`src/rtl/via_pkg.sv`:
```
package via_pkg;
  typedef enum logic [3:0] {
    IDX_PB      = 4'd0,
    IDX_PA      = 4'd1,
    IDX_DIRB    = 4'd2,
    IDX_DIRA    = 4'd3,
    IDX_T1C_LO  = 4'd4,
    IDX_T1C_HI  = 4'd5,
    IDX_T1L_LO  = 4'd6,
    IDX_T1L_HI  = 4'd7,
    IDX_T2C_LO  = 4'd8,
    IDX_T2C_HI  = 4'd9,
    IDX_SHIFT   = 4'd10,
    IDX_AUX     = 4'd11,
    IDX_PER     = 4'd12,
    IDX_FLAG    = 4'd13,
    IDX_ENA     = 4'd14,
    IDX_PA_NH   = 4'd15
  } reg_idx_e;

  localparam int unsigned IDX_W   = 4;
  localparam int unsigned N_REGS  = 1 << IDX_W;
  localparam int unsigned DATA_W  = 8;
  localparam int unsigned FLAG_SR = 2;
  localparam int unsigned FLAG_T1 = 6;

  localparam logic [1:0] SIZE_BYTE = 2'd0;

  // indices backed by local storage
  function automatic logic is_held(input int unsigned idx);
    case (idx)
      0, 1, 2, 3, 10, 11, 12, 15: is_held = 1'b1;
      default:                    is_held = 1'b0;
    endcase
  endfunction
endpackage

```
`src/rtl/via_reg_decode.sv`:
```
module via_reg_decode
  import via_pkg::*;
#(
  parameter int unsigned ADDR_W  = 13,
  parameter int unsigned IDX_LSB = 9
) (
  input  logic [ADDR_W-1:0] addr_i,
  input  logic [1:0]        size_i,
  input  logic              wr_en_i,
  input  logic              rd_en_i,
  output reg_idx_e          idx_o,
  output logic              byte_wr_o,
  output logic              byte_rd_o,
  output logic              wide_rd_o,
  output logic [N_REGS-1:0] wr_sel_o
);
  logic is_byte;

  assign is_byte   = (size_i == SIZE_BYTE);
  assign idx_o     = reg_idx_e'(addr_i[IDX_LSB +: IDX_W]);
  assign byte_wr_o = wr_en_i && is_byte;
  assign byte_rd_o = rd_en_i && is_byte;
  assign wide_rd_o = rd_en_i && !is_byte;

  always_comb begin
    wr_sel_o = '0;
    if (byte_wr_o) wr_sel_o[idx_o] = 1'b1;
  end
endmodule

```
`src/rtl/via_bit_cell.sv`:
```
module via_bit_cell #(
  parameter logic RST_VAL = 1'b0
) (
  input  logic clk_i,
  input  logic rst_ni,
  input  logic set_i,
  input  logic clr_i,
  output logic q_o
);
  // set has priority so a same-cycle event is never dropped
  always_ff @(posedge clk_i or negedge rst_ni) begin
    if (!rst_ni)    q_o <= RST_VAL;
    else if (set_i) q_o <= 1'b1;
    else if (clr_i) q_o <= 1'b0;
  end
endmodule

```
`src/rtl/via_irq_ctrl.sv`:
```
module via_irq_ctrl
  import via_pkg::*;
#(
  parameter logic [DATA_W-1:0] IRQ_MASK = 8'h44,
  parameter logic [DATA_W-1:0] EN_RST   = 8'h44
) (
  input  logic              clk_i,
  input  logic              rst_ni,
  input  logic [DATA_W-1:0] set_vec_i,
  input  logic [DATA_W-1:0] rd_clr_vec_i,
  input  logic              flag_wr_i,
  input  logic              ena_wr_i,
  input  logic [DATA_W-1:0] wdata_i,
  output logic [DATA_W-1:0] flag_q_o,
  output logic [DATA_W-1:0] en_q_o,
  output logic              irq_o
);
  localparam int unsigned CTL = DATA_W - 1;

  logic ena_set_mode;
  assign ena_set_mode = wdata_i[CTL];

  for (genvar i = 0; i < DATA_W; i++) begin : g_flag
    via_bit_cell #(.RST_VAL(1'b0)) u_flag (
      .clk_i (clk_i),
      .rst_ni(rst_ni),
      .set_i (set_vec_i[i]),
      .clr_i ((flag_wr_i && wdata_i[i]) || rd_clr_vec_i[i]),
      .q_o   (flag_q_o[i])
    );
  end

  for (genvar i = 0; i < DATA_W; i++) begin : g_en
    if (i == CTL) begin : g_ctl
      assign en_q_o[i] = 1'b0;
    end else begin : g_bit
      via_bit_cell #(.RST_VAL(EN_RST[i])) u_en (
        .clk_i (clk_i),
        .rst_ni(rst_ni),
        .set_i (ena_wr_i && ena_set_mode && wdata_i[i]),
        .clr_i (ena_wr_i && !ena_set_mode && wdata_i[i]),
        .q_o   (en_q_o[i])
      );
    end
  end

  assign irq_o = |(flag_q_o & en_q_o & IRQ_MASK);
endmodule

```
`src/rtl/via_data_regs.sv`:
```
module via_data_regs
  import via_pkg::*;
(
  input  logic              clk_i,
  input  logic              rst_ni,
  input  logic [N_REGS-1:0] wr_sel_i,
  input  logic [DATA_W-1:0] wdata_i,
  output logic [DATA_W-1:0] regs_o [N_REGS]
);
  for (genvar i = 0; i < N_REGS; i++) begin : g_reg
    if (is_held(i)) begin : g_held
      logic [DATA_W-1:0] q;
      always_ff @(posedge clk_i or negedge rst_ni) begin
        if (!rst_ni)         q <= '0;
        else if (wr_sel_i[i]) q <= wdata_i;
      end
      assign regs_o[i] = q;
    end else begin : g_none
      assign regs_o[i] = '0;
    end
  end
endmodule

```
`src/rtl/via_irq_regfile.sv`:
```
module via_irq_regfile
  import via_pkg::*;
#(
  parameter int unsigned       ADDR_W   = 13,
  parameter int unsigned       IDX_LSB  = 9,
  parameter logic [DATA_W-1:0] IRQ_MASK = 8'h44,
  parameter logic [DATA_W-1:0] EN_RST   = 8'h44
) (
  input  logic              clk_i,
  input  logic              rst_ni,
  input  logic [ADDR_W-1:0] addr_i,
  input  logic [1:0]        size_i,
  input  logic              wr_en_i,
  input  logic              rd_en_i,
  input  logic [DATA_W-1:0] wdata_i,
  output logic [DATA_W-1:0] rdata_o,
  input  logic              sr_set_i,
  input  logic              t1_set_i,
  input  logic [15:0]       t1_cnt_i,
  input  logic [15:0]       t1_latch_i,
  input  logic [15:0]       t2_cnt_i,
  output logic [DATA_W-1:0] port_b_o,
  output logic [DATA_W-1:0] port_a_o,
  output logic [DATA_W-1:0] dir_b_o,
  output logic [DATA_W-1:0] dir_a_o,
  output logic [DATA_W-1:0] shift_o,
  output logic [DATA_W-1:0] aux_ctl_o,
  output logic [DATA_W-1:0] per_ctl_o,
  output logic [DATA_W-1:0] port_a_nh_o,
  output logic              irq_o
);
  reg_idx_e          idx;
  logic              byte_wr, byte_rd, wide_rd;
  logic [N_REGS-1:0] wr_sel;
  logic [DATA_W-1:0] regs [N_REGS];
  logic [DATA_W-1:0] flag_q, en_q;
  logic [DATA_W-1:0] set_vec, rd_clr_vec;
  logic [DATA_W-1:0] rd_mux;

  via_reg_decode #(.ADDR_W(ADDR_W), .IDX_LSB(IDX_LSB)) u_dec (
    .addr_i   (addr_i),
    .size_i   (size_i),
    .wr_en_i  (wr_en_i),
    .rd_en_i  (rd_en_i),
    .idx_o    (idx),
    .byte_wr_o(byte_wr),
    .byte_rd_o(byte_rd),
    .wide_rd_o(wide_rd),
    .wr_sel_o (wr_sel)
  );

  via_data_regs u_data (
    .clk_i   (clk_i),
    .rst_ni  (rst_ni),
    .wr_sel_i(wr_sel),
    .wdata_i (wdata_i),
    .regs_o  (regs)
  );

  always_comb begin
    set_vec             = '0;
    set_vec[FLAG_SR]    = sr_set_i;
    set_vec[FLAG_T1]    = t1_set_i;
    rd_clr_vec          = '0;
    rd_clr_vec[FLAG_SR] = byte_rd && (idx == IDX_SHIFT);
    rd_clr_vec[FLAG_T1] = byte_rd && (idx == IDX_T1C_LO || idx == IDX_T1C_HI);
  end

  via_irq_ctrl #(.IRQ_MASK(IRQ_MASK), .EN_RST(EN_RST)) u_irq (
    .clk_i       (clk_i),
    .rst_ni      (rst_ni),
    .set_vec_i   (set_vec),
    .rd_clr_vec_i(rd_clr_vec),
    .flag_wr_i   (wr_sel[IDX_FLAG]),
    .ena_wr_i    (wr_sel[IDX_ENA]),
    .wdata_i     (wdata_i),
    .flag_q_o    (flag_q),
    .en_q_o      (en_q),
    .irq_o       (irq_o)
  );

  always_comb begin
    case (idx)
      IDX_T1C_LO: rd_mux = t1_cnt_i[7:0];
      IDX_T1C_HI: rd_mux = t1_cnt_i[15:8];
      IDX_T1L_LO: rd_mux = t1_latch_i[7:0];
      IDX_T1L_HI: rd_mux = t1_latch_i[15:8];
      IDX_T2C_LO: rd_mux = t2_cnt_i[7:0];
      IDX_T2C_HI: rd_mux = t2_cnt_i[15:8];
      IDX_FLAG:   rd_mux = flag_q;
      IDX_ENA:    rd_mux = en_q;
      default:    rd_mux = regs[idx];
    endcase
  end

  always_ff @(posedge clk_i or negedge rst_ni) begin
    if (!rst_ni)       rdata_o <= '0;
    else if (byte_rd)  rdata_o <= rd_mux;
    else if (wide_rd)  rdata_o <= '0;
  end

  assign port_b_o    = regs[IDX_PB];
  assign port_a_o    = regs[IDX_PA];
  assign dir_b_o     = regs[IDX_DIRB];
  assign dir_a_o     = regs[IDX_DIRA];
  assign shift_o     = regs[IDX_SHIFT];
  assign aux_ctl_o   = regs[IDX_AUX];
  assign per_ctl_o   = regs[IDX_PER];
  assign port_a_nh_o = regs[IDX_PA_NH];
endmodule

```
`config.mk`:
```
export PLATFORM = sky130hd
export DESIGN_NAME = via_irq_regfile
export DESIGN_NICKNAME = d
export VERILOG_FILES = /design/src/rtl/via_pkg.sv /design/src/rtl/via_reg_decode.sv /design/src/rtl/via_bit_cell.sv /design/src/rtl/via_irq_ctrl.sv /design/src/rtl/via_data_regs.sv /design/src/rtl/via_irq_regfile.sv
export SDC_FILE = /design/constraint.sdc
export NUM_CORES = 1
export LEC_CHECK = 0
export BUFFER_PORTS_ARGS = -buffer_cell sky130_fd_sc_hd__buf_4
export CORE_ASPECT_RATIO = 1.5
export CORE_MARGIN = 2
export CORE_UTILIZATION = 41
export DETAILED_ROUTE_END_ITERATION = 10
export PLACE_DENSITY = 0.68
export SLEW_MARGIN = 20
export SYNTH_ARGS = -nofsm -noshare
export SYNTH_HDL_FRONTEND = slang
export SYNTH_SLANG_ARGS = --single-unit
```
`constraint.sdc`:
```
create_clock -name clk_i -period 2.25 [get_ports clk_i]
set_input_delay 0 -clock clk_i [delete_from_list [all_inputs] [get_ports clk_i]]
set_output_delay 0 -clock clk_i [all_outputs]
set_load 0.01 [all_outputs]
```
==> impl_metrics.yaml <==
floorplan:
  fp.dieH_um: 130.8
  die_w_um: 88.51
  coreArea_um2: 10530
  num_io_pins: 150
  start_util: 0.4170
  dieArea_um2: 11570
  rows: 46
drt:
  detail-route-antenna-nets: 0
  routed_wl_um: 13970
  drt_first_pass_iters: 4
  vias_per_cell: 5.486
  drt_iter0_drc: 242
  wire_per_inst_um: 20.69
  vias: 3703
  drc_errors: 0
clock_tree:
  post_cts_resized: 0
  h-tree-depth: 3
  numCtsBuffers: 9
  cts_tree: "done"
  clock_sinks: 81
  clock-root-buffer: "clkbuf_16"
  cts_buffer_depth: 2
  clk_pin_slew_ns: 0.06
  worst_skew_pair.late_latency_ns: 0.34
yosys:
  synth_top_area_cell: "dfrtp_1"
  synth_area_um2: 4392
  yosys_warnings: 0
  synth_area_leaders: "dfrtp_1 (45%), mux2_2 (19%), mux2i_1 (3.4%)"
  synthFlopType: "dfrtp_1"
  yosysSeqAreaShare: 0.4621
  synth.distinct_cells: 52
  syn_inst: 383
  yosysTopAreaCellShare: 0.4501
  synth-seq-cells: 81
  synth_nets: 460
  syn_area_per_cell_um2: 11.47
  async_flop_share: 1.000
  synth-edff-count: 0
place:
  dp_hpwl_um: 10270
  numPlacedInstances: 655
  io_buffers: 140
  place.gp.congestion: 0.8933
timing:
  fin_crit_ns: 1.816
  tightest_slew_ns: 0.5672
  slew_violations: 0
  fin_skew_ns: 0.004018
  rsz0062_at_grt: "no"
  fmax_mhz: 550.5
  setup_viol: 0
  tns_ns: 0
  fin_crit_sh: 0.8073
  timing.hold.ws_ns: 0.01326
  maxSlewHeadroom: 0.6209
  final-hold-violation-count: 0
global_route:
  gr-usage-all-layers: 0.2432
  first_global_vias: 3741
  grt_pass1_wl_um: 20690
  grt_max_degree: 42
  overflow: 0
  grt_antenna_before_repair: 0
worst_setup_path:
  cpPeakStageDelay_ns: 0.49
  critPathKind: "reg2reg"
  cpLargestDelayFamily: "simple AND/OR/NAND/NOR gates"
  cp_max_fo: 3
  required_ns: 2.45
  worstSetupEndpointType: "register"
  critPathLaunchType: "register"
  cp_slowest_cell: "mux4_2"
  worst_ep_arrival_time_ns: 2.02
  crit_buf_inv: 0
  path_cells: "mux4_2 -> and2_0 -> nor4_1 -> o32ai_1"
pwr:
  ir_drop_mv: 0.4130
  p_leak_uw: 0.002832
  power.total_uw: 4324
  powerDensity_nw_per_um2: 727.0
layout:
  final_cell_mix: "buf_4 (150), dfrtp_1 (79), mux2_2 (75), nand2_1 (25), o21ai_0 (21)"
  final_common_cell: "buf_4"
  layout.nets: 604
  drive_gt1_frac: 0.5047
  stdcell_count: 675
  n_antenna_cell: 0
  area_growth_pct: 35.44
outcome:
  outcome: "finished, final reports clean"
run:
  maxCapViolCount: 0
worst_hold_path:
  hold_class: "in2reg"
flip-flops by register name, summed over array words and instances, names as in the netlist:
| signal | count |
|---|---|
| u_data.g.g_held.q | 64 |
| u_irq.g_flag.u_flag.q_o | 2 |
| u_irq.g_en.g_bit.u_en.q_o | 7 |
| rdata_o | 8 |
final cells by class:
type / instances / area (um2)
clock inverter: 5 / 80.08
inverter: 10 / 37.54
multi-input combinational: 269 / 2186
timing repair buffer: 156 / 1196
clock buffer: 10 / 239.0
fill: 936 / 4584
tap: 144 / 180.2
sequential: 81 / 2029
worst reg2reg max path: stages, from the launching register on:
cell	delay, ns
dfrtp_1	0.40
mux4_2	0.49
and2_0	0.18
nor4_1	0.46
o32ai_1	0.15
where the power goes:
part | leakage [uW] | total (uW) | internal [uW] | switching (uW)
Combinational | 0.00161 | 977 | 524 | 453
Clock | 0.000151 | 1570 | 993 | 580
Sequential | 0.00107 | 1770 | 1630 | 142
metal layers:
metal	wire, um	part of all wire	track usage
met1	5408	0.39	0.2952
met2	7160	0.51	0.4215
met3	849	0.061	0.03266
met4	550	0.039	0.1168
met5	0	0	0
synthesized netlist by cell type, drive strengths merged, types with 6 or more instances:
cell type and count:
o32ai 6, mux2i 15, a221oi 6, nand2 30, a21oi 11, nor2 22, clkbuf 7, mux4 6
nor2b 7, a22oi 8, o21ai 21, dfrtp 79, inv 10, nand3 9, mux2 76, nor4 9
buf 16
per-stage QoR:
step           worst slack, ns  area [um2]    util
4_1_cts                 0.4806        5948  0.5647
2_1_floorplan           0.7453        4392       -
5_1_grt                 0.3763        5948  0.5647
3_3_place_gp            0.4206        5579  0.5297
6_report                0.4335        5948  0.5647
3_5_place_dp            0.4342        5579  0.5297
path summary, 6_finish.rpt:
path	endpoint	cells after the start	slack, ns	from
worst max-delay path	rdata_o[4]	4	0.43	u_data.g_reg[2].g_held.q[4]
worst min-delay path	u_data.g_reg[1].g_held.q[6]	2	0.01	wdata_i[6]
worst max register to register	rdata_o[4]	4	0.43	u_data.g_reg[2].g_held.q[4]
worst min register to register	u_irq.g_en[4].g_bit.u_en.q_o	1	0.50	u_irq.g_en[4].g_bit.u_en.q_o
max in group asynchronous	u_data.g_reg[2].g_held.q[2]	3	1.43	rst_ni
min in group asynchronous	u_data.g_reg[11].g_held.q[7]	2	0.20	rst_ni
kinds of logic after synthesis:
group / count (synthesis) / synth area share
AO/OA/AOI/OAI: 78 / 0.1225
AND/OR/NAND/NOR: 94 / 0.1154
multiplexers: 97 / 0.2598
buffers and inverters: 33 / 0.04017
flip-flops: 81 / 0.4621
repair_timing:
item / 4_1_cts / 5_1_grt
endpoints found under the hold margin: 53 / 0
buffers inserted: 0 / 0
hold buffers: 5 / 0
No activity file was read; power rests on OpenSTA's default activity.
